**config.mk**
```make
export PLATFORM = sky130hd
export DESIGN_NAME = modem_status_unit
export DESIGN_NICKNAME = d
export VERILOG_FILES = /design/src/rtl/msr_pkg.sv /design/src/rtl/msr_sync.sv /design/src/rtl/msr_delta.sv /design/src/rtl/msr_flow.sv /design/src/rtl/modem_status_unit.sv
export SDC_FILE = /design/constraint.sdc
export NUM_CORES = 1
export LEC_CHECK = 0
export BUFFER_PORTS_ARGS = -buffer_cell sky130_fd_sc_hd__buf_2
export CAP_MARGIN = 20
export CORE_MARGIN = 10
export CORE_UTILIZATION = 40
export DETAILED_ROUTE_END_ITERATION = 16
export PLACE_DENSITY_LB_ADDON = 0.3
export SYNTH_ARGS = -nofsm -noshare
export SYNTH_HDL_FRONTEND = slang
export SYNTH_SLANG_ARGS = --single-unit
```
**constraint.sdc**
```tcl
create_clock -name clk -period 1.1 [get_ports clk]
set_clock_uncertainty 0.15 [all_clocks]
set_input_delay 0.22 -clock clk [delete_from_list [all_inputs] [get_ports clk]]
set_output_delay 0.22 -clock clk [all_outputs]
set_load 0.02 [all_outputs]
```
**src/rtl/msr_pkg.sv**
```systemverilog
package msr_pkg;
  localparam int LINES       = 4;
  localparam int SYNC_DEPTH  = 2;
  localparam int MCR_W       = 4;
  localparam int WORD_W      = 2 * LINES;

  localparam int LN_CTS = 0;
  localparam int LN_DSR = 1;
  localparam int LN_RI  = 2;
  localparam int LN_CD  = 3;

  localparam int MC_DTR  = 0;
  localparam int MC_RTS  = 1;
  localparam int MC_AUX1 = 2;
  localparam int MC_AUX2 = 3;

  typedef logic [LINES-1:0] line_vec_t;
endpackage

```
**src/rtl/msr_sync.sv**
```systemverilog
module msr_sync #(
  parameter int WIDTH  = 4,
  parameter int STAGES = 2
) (
  input  logic             clk,
  input  logic             rst_n,
  input  logic [WIDTH-1:0] async_in,
  output logic [WIDTH-1:0] sync_out
);
  generate
    for (genvar b = 0; b < WIDTH; b++) begin : g_bit
      logic [STAGES-1:0] chain;
      always_ff @(posedge clk or negedge rst_n) begin
        if (!rst_n) chain <= '1;
        else        chain <= {chain[STAGES-2:0], async_in[b]};
      end
      assign sync_out[b] = chain[STAGES-1];
    end
  endgenerate
endmodule

```
**src/rtl/msr_delta.sv**
```systemverilog
module msr_delta
  import msr_pkg::*;
(
  input  logic      clk,
  input  logic      rst_n,
  input  line_vec_t level,
  input  logic      rd_en,
  output line_vec_t flags
);
  line_vec_t prev_level;
  line_vec_t event_hit;

  generate
    for (genvar i = 0; i < LINES; i++) begin : g_evt
      if (i == LN_RI) begin : g_trail
        // ring delta: status falls, i.e. the active-low pin rises
        assign event_hit[i] = prev_level[i] & ~level[i];
      end else begin : g_any
        assign event_hit[i] = prev_level[i] ^ level[i];
      end
    end
  endgenerate

  always_ff @(posedge clk or negedge rst_n) begin
    if (!rst_n) begin
      prev_level <= '0;
      flags      <= '0;
    end else begin
      prev_level <= level;
      flags      <= (flags & ~{LINES{rd_en}}) | event_hit;
    end
  end

  assert_sticky_R3: assert property (@(posedge clk) disable iff (!rst_n)
    (!rd_en && flags[LN_CTS]) |=> flags[LN_CTS]);

  assert_ri_lead_quiet_R4: assert property (@(posedge clk) disable iff (!rst_n)
    (!prev_level[LN_RI] && level[LN_RI] && (rd_en || !flags[LN_RI])) |=> !flags[LN_RI]);

  assert_read_clears_R5: assert property (@(posedge clk) disable iff (!rst_n)
    (rd_en && (level == prev_level)) |=> (flags == '0));
endmodule

```
**src/rtl/msr_flow.sv**
```systemverilog
module msr_flow (
  input  logic clk,
  input  logic rst_n,
  input  logic auto_cts_en,
  input  logic flow_sel,
  input  logic cts_active,
  input  logic char_boundary,
  output logic tx_pause
);
  logic flow_on;
  assign flow_on = auto_cts_en & flow_sel;

  always_ff @(posedge clk or negedge rst_n) begin
    if (!rst_n)             tx_pause <= 1'b0;
    else if (!flow_on)      tx_pause <= 1'b0;
    else if (char_boundary) tx_pause <= ~cts_active;
  end

  assert_flow_off_R9: assert property (@(posedge clk) disable iff (!rst_n)
    !(auto_cts_en && flow_sel) |=> !tx_pause);

  assert_hold_mid_char_R10: assert property (@(posedge clk) disable iff (!rst_n)
    (auto_cts_en && flow_sel && !char_boundary) |=> $stable(tx_pause));
endmodule

```
**src/rtl/modem_status_unit.sv**
```systemverilog
module modem_status_unit
  import msr_pkg::*;
(
  input  logic              clk,
  input  logic              rst_n,
  input  logic              cts_n_pin,
  input  logic              dsr_n_pin,
  input  logic              ri_n_pin,
  input  logic              cd_n_pin,
  input  logic              loop_en,
  input  logic [MCR_W-1:0]  mcr_ctrl,
  input  logic              msi_en,
  input  logic              auto_cts_en,
  input  logic              char_boundary,
  input  logic              rd_en,
  output logic [WORD_W-1:0] msr_rd_data,
  output logic              irq,
  output logic              tx_pause
);
  line_vec_t pins_raw, pins_sync, pin_level, loop_level, sel_level, flags;

  assign pins_raw[LN_CTS] = cts_n_pin;
  assign pins_raw[LN_DSR] = dsr_n_pin;
  assign pins_raw[LN_RI]  = ri_n_pin;
  assign pins_raw[LN_CD]  = cd_n_pin;

  msr_sync #(.WIDTH(LINES), .STAGES(SYNC_DEPTH)) u_sync (
    .clk(clk), .rst_n(rst_n), .async_in(pins_raw), .sync_out(pins_sync));

  assign pin_level = ~pins_sync;

  assign loop_level[LN_CTS] = mcr_ctrl[MC_RTS];
  assign loop_level[LN_DSR] = mcr_ctrl[MC_DTR];
  assign loop_level[LN_RI]  = mcr_ctrl[MC_AUX1];
  assign loop_level[LN_CD]  = mcr_ctrl[MC_AUX2];

  assign sel_level = loop_en ? loop_level : pin_level;

  msr_delta u_delta (
    .clk(clk), .rst_n(rst_n), .level(sel_level), .rd_en(rd_en), .flags(flags));

  msr_flow u_flow (
    .clk(clk), .rst_n(rst_n), .auto_cts_en(auto_cts_en),
    .flow_sel(mcr_ctrl[MC_AUX1]), .cts_active(sel_level[LN_CTS]),
    .char_boundary(char_boundary), .tx_pause(tx_pause));

  assign msr_rd_data = {sel_level, flags};
  assign irq         = msi_en & (|flags);

  assert_irq_gated_R6: assert property (@(posedge clk) disable iff (!rst_n)
    irq |-> (msi_en && (msr_rd_data[LINES-1:0] != '0)));

  assert_loop_ignores_pins_R7: assert property (@(posedge clk) disable iff (!rst_n)
    (loop_en && $stable(mcr_ctrl)) |=> (!loop_en || !$stable(mcr_ctrl) ||
                                        $stable(msr_rd_data[WORD_W-1:LINES])));
endmodule

```
==> metrics.txt, run 1 <==
status finished, violations left; violated checks negative setup slack; HPWL after DPL 1.09 mm; WHS Path Cells 2; Pleak around 0.45 nW; grt ovf 0; syn nets 60; WL per Instance about 14 um; worst hold path type primary input to flip-flop; post-synthesis cell type count 14; Slew headroom 0.769; filler cell count 131; cells along the critical path o41a_1, buf_6; top cell type's share of synthesized area 0.361; share of cells above drive strength 1 0.583; post-route antenna net violation count 0; dpl cells 89; CP Capture Type output pin; Tot GR Track Use 0.0905; vias per cell 4.65; I/O Pins 25; Netlist Area Pre-Place 623 um^2; yosys warns 0; Routed WL between 1 and 1.5 mm; # setup viols final 11; Final min period ~1600 ps; Reg2Reg Depth 5; Crit Path Max Fanout 3; Clock Pin Slew Worst Setup and Hold Paths 90 ps; FP Rows 14; First-pass DRT Iterations 3; Final Util 0.650; Core ar. 1490 um^2; IO buf count 24; non-filler cells, final 100; met3 wire len 134 um; Die Area 3540 um^2; clk_lat worst skew 280 ps; drt initial violations 3; worst path arrival time 1270 ps; crit path max-delay cell type dfrtp_2; startpoint class of the critical path flip-flop; f_max approximately 600 MHz; M1 WL 455 um; Max Slew Vio Count 0; max_cap viols 0; # DRC 0; CTS Sinks 17; Top Metal Used met3; r2r startpoint u_delta.flags[1]; Reg2Reg Setup Slack -120 ps; post-synth top area cell dfrtp_1; Post-Synthesis Cells 45; dpl ws -233 ps; Least-Margin Pin Slew 347 ps; worst stage delay on the critical path 430 ps; post-synthesis sequential area ratio 0.699; initial core utilization 0.418; Crit Reg-Reg Endpoint u_delta.flags[1]; CTS tree built; RD Place Congestion 0.655; global-route wire length before repair 2.46 mm; CTS Buf Count 3; P&R area growth vs syn 55.4%; CTS H-tree depth 1; CP required ~730 ps; DIE HEIGHT around 59 um; Min Hold Slack 38.4 ps; Clock Path Buffers 2; Seq cells post-synth 17; final setup margin -535 ps; final hold vios 0; metal2 WL 825 um; via count 465; Hold EP u_delta.flags[2]; RSZ-0062 raised after global routing true; Die X slightly below 60 um; Antenna diodes 0; Hold Crit Start rd_en; via count of the first global-routing pass 569; Avg Inst Size Synth approximately 14 um^2; initial antenna violation count 0; period utilisation layout 1.49; Cell Pwr Density 1370 nW/um^2; top post-synthesis cells by area dfrtp_1, dfstp_2, mux2i_1; nets@finish 100; pin count of the biggest net entering global routing 18; WS Path Type flip-flop to output pin; Clock Tree Root clkbuf_4; VDD IR max 0.899 mV
[power breakdown]
| part | switching [mW] | total (mW) | internal, mW |
|---|---|---|---|
| clock | 0.166 | 0.307 | 0.141 |
| sequential | 0.0282 | 0.713 | 0.685 |
| combinational | 0.139 | 0.309 | 0.170 |
[stage by stage]
step | setup TNS [ps] | area (um^2) | total power [mW]
CTS | -2650 | 941 | 1.33
detailed placement | -531 | 800 | 0.949
global route | -3170 | 968 | 1.41
floorplan | -225 | 629 | 0.833
finish | -2600 | 968 | 1.33
global placement | -420 | 800 | 0.938
[area by class of cell]
class	instances	area (um^2)	share of cell area
multi-input cells	24	180	0.186
inverters	3	11.3	0.0116
well taps	16	20.0	0.0207
repair buffers	36	293	0.302
flip-flops and latches	17	438	0.452
clock buffers	4	26.3	0.0271
[repair_timing]
action | CTS | global route
buffers inserted | 2 | 2
hold buffers | 5 | 0
pin swaps | 1 | 2
hold endpoints to repair | 21 | 0
gates resized for setup | 16 | 7
endpoints found under the setup margin | 10 | 15
cloned | 0 | 0
[worst max-delay path, delay by kind of cell (launching register included)]
family                 cells  cell delay, ps
AOI/OAI and AO/OA          1             420
buffers and inverters      1             140
DFF                        1             430
[cell usage in the layout, fill, tap and decap left out]
cell type      netlist  final
o21ai_2              3      2
nor2b_1              6      6
mux2i_2              0      1
nand3_1              1      1
inv_1                3      3
dfrtp_1              9      7
mux2i_1              4      3
clkbuf_1             0      1
buf_2                0     14
o22ai_2              1      1
nand4b_1             1      1
o21ai_4              0      1
dfrtp_2              0      2
nor2_1               3      3
buf_4                1      5
clkbuf_4             0      3
o21ai_0              1      1
dlygate4sd3_1        0      5
buf_6                0     12
o41a_1               1      1
dfstp_2              8      8
nand2_1              3      3
[worst max path at each step]
stage / start / end / slack [ps]
2_1_floorplan: u_delta.flags[2] / irq / -220
3_3_place_gp: u_delta.flags[2] / irq / -210
3_5_place_dp: u_delta.flags[2] / irq / -230
4_1_cts: u_delta.flags[2] / irq / -550
5_1_grt: u_delta.flags[1] / irq / -590
6_report: u_delta.flags[0] / irq / -540
[cell families after synthesis]
family                 after synthesis  share of synthesized area
multiplexers                         4                     0.0643
AO/OA/AOI/OAI                        6                     0.0883
buffers and inverters                4                     0.0301
AND/OR/NAND/NOR                     14                      0.118
flip-flops                          17                      0.699
[registers in the layout, indices dropped and copies added (netlist names)]
register / count
u_delta.prev_level: 4
u_sync.g_bit.chain: 8
u_delta.flags: 4
u_flow.tx_pause: 1
[synthesized netlist by cell type]
cell type / n
nand4b_1: 1
dfrtp_1: 9
o41a_1: 1
o21ai_2: 3
nand2_1: 3
dfstp_2: 8
inv_1: 3
buf_4: 1
nor2_1: 3
nor2b_1: 6
o21ai_0: 1
mux2i_1: 4
nand3_1: 1
o22ai_2: 1
[metal layers]
| layer | up-vias | GRT usage |
|---|---|---|
| met1 | 225 | 0.0698 |
| met4 | 0 | 0.00984 |
| li1 | 224 | - |
| met3 | 0 | 0.0601 |
| met5 | - | 0 |
| met2 | 16 | 0.181 |
No activity file was read; power rests on OpenSTA's default activity.
==> run 2: changes to the inputs <==
Settings changed: CTS_CLUSTER_SIZE set to 16.
Clock period 1.1 ns to 1.4 ns, I/O delays scaled along.
==> metrics.txt, run 2 (same netlist as run 1, synthesis figures left out) <==
Final Util 0.640; DIE HEIGHT 59.5 um; sw power 272 uW; Multi-input gate area about 190 um^2; Least-Margin Pin Slew about 350 ps; final setup margin -273 ps; clk_lat worst skew 280 ps; # DRC 0; P&R area growth vs syn 53.0%; status finished, violations left; VDD IR max 0.680 mV; commonest non-fill, non-tap cell in the layout buf_2; final hold vios 0; RSZ-0062 raised after global routing true; Crit Path Max Fanout 2; Logic pwr share 0.222; Largest regs u_sync.g_bit.chain x8, u_delta.flags x4, u_delta.prev_level x4; Die Area 3540 um^2; vias per cell 4.64; Pleak 0.457 nW; RD Place Congestion 0.629; grt ovf 0; WL per Instance ~13 um; violated checks negative setup slack; I/O Pins 25; Cell Pwr Density ~1100 nW/um^2; worst hold path type primary input to flip-flop; # setup viols final 6; CP startpoint u_delta.flags[1]; Clock Pin Slew Worst Setup and Hold Paths 90 ps; startpoint class of the critical path flip-flop; Crit Reg-Reg Endpoint u_flow.tx_pause; most frequent cells in the layout buf_2, dfrtp_1, buf_4, dfstp_2; Max Slew Vio Count 0; f_max roughly 600 MHz; overall power 1.04 mW; CTS tree built; CTS Sinks 17; Reg2Reg Setup Slack 140 ps; global-route wire length before repair 2.25 mm; Sw Share 0.262; max_cap viols 0; pin count of the biggest net entering global routing 18; initial core utilization 0.418; Reg2Reg Depth 4; Antenna diodes 0; CP required ~970 ps; CP endpoint irq; Int Power 764 uW; via count of the first global-routing pass 501; Slew headroom 0.764; Reg with most FFs u_sync.g_bit.chain; Tot GR Track Use 0.0803; period utilisation layout 1.19; register area roughly 440 um^2; share of cells above drive strength 1 0.565; drt initial violations 5; Die X 59.5 um; IO buf count 24; CTS Buf Count 3; First-pass DRT Iterations 4; Routed WL ~1.3 mm; Final min period 1670 ps; r2r startpoint u_sync.g_bit[0].chain[1]; filler cell count 137; post-route antenna net violation count 0; via count roughly 470; CTS H-tree depth 1; Clock Path Buffers 2; Largest register FFs 8; Clock Tree Root clkbuf_4; worst path arrival time 1240 ps; Core ar. 1490 um^2; Clk pwr share 0.241; Min Hold Slack 88.3 ps; HPWL after DPL about 960 um; initial antenna violation count 0; nets@finish 101; FP Rows 14; CP Capture Type output pin; WS Path Type flip-flop to output pin; sequential share of power 0.537
[run 2: cell count changes in the layout (fill, tap and decap cells not counted), sizes merged]
cell    change
clkinv      +1
clkbuf      -1
buf         +1
[run 2: worst min path at each step]
stage	startpoint	to	slack [ps]	cells past startpoint
after floorplan	rst_n	u_delta.flags[0]	-170	0
after global placement	rst_n	u_flow.tx_pause	60	1
after detailed placement	rst_n	u_flow.tx_pause	70	1
after CTS	rd_en	u_delta.flags[2]	80	2
after global routing	rd_en	u_delta.flags[2]	90	2
final	rd_en	u_delta.flags[2]	90	2
[run 2: final cells by class]
class,instances,area share
clock buffers,3,0.0236
clock inverters,1,0.00525
inverters,3,0.0118
multi-input cells,24,0.201
flip-flops and latches,17,0.457
well taps,16,0.0210
repair buffers,37,0.281
[run 2: timing repair]
item                                    CTS  global route
endpoints found under the setup margin    5             7
setup buffers                             5             2
pin swaps                                 3             2
resized for setup                        11             4
hold endpoints to repair                 13             0
hold buffers                              5             0
[run 2: metal layers]
layer	vias to the layer above	wire length, um	share of wire	GRT usage
met5	-	0	0	0
met2	16	692	0.53	0.135
met4	0	0	0	0.0197
met3	0	121	0.093	0.0472
met1	225	485	0.37	0.0828
li1	228	-	-	-
[run 2: power by group through the flow]
stage          registers [mW]  logic (mW)  clock network (mW)
4_1_cts                 0.555       0.214               0.268
3_3_place_gp            0.561       0.158                   0
2_1_floorplan           0.583      0.0686                   0
5_1_grt                 0.562       0.251               0.287
3_5_place_dp            0.564       0.162                   0
6_report                0.556       0.230               0.249
[run 2: per-stage QoR]
| step | instance area (um^2) | std cells | setup WS, ps | TNS [ps] |
|---|---|---|---|---|
| global route | 953 | 101 | -328 | -911 |
| CTS | 926 | 99 | -288 | -633 |
| global placement | 763 | 85 | 43.8 | 0 |
| floorplan | 623 | 45 | 0.902 | 0 |
| finish | 953 | 101 | -273 | -594 |
| detailed placement | 763 | 85 | 10.0 | 0 |
[run 2: critical path: stages, from the launching register on]
cell	delay, ps
dfrtp_1	390
o41a_1	430
buf_6	140
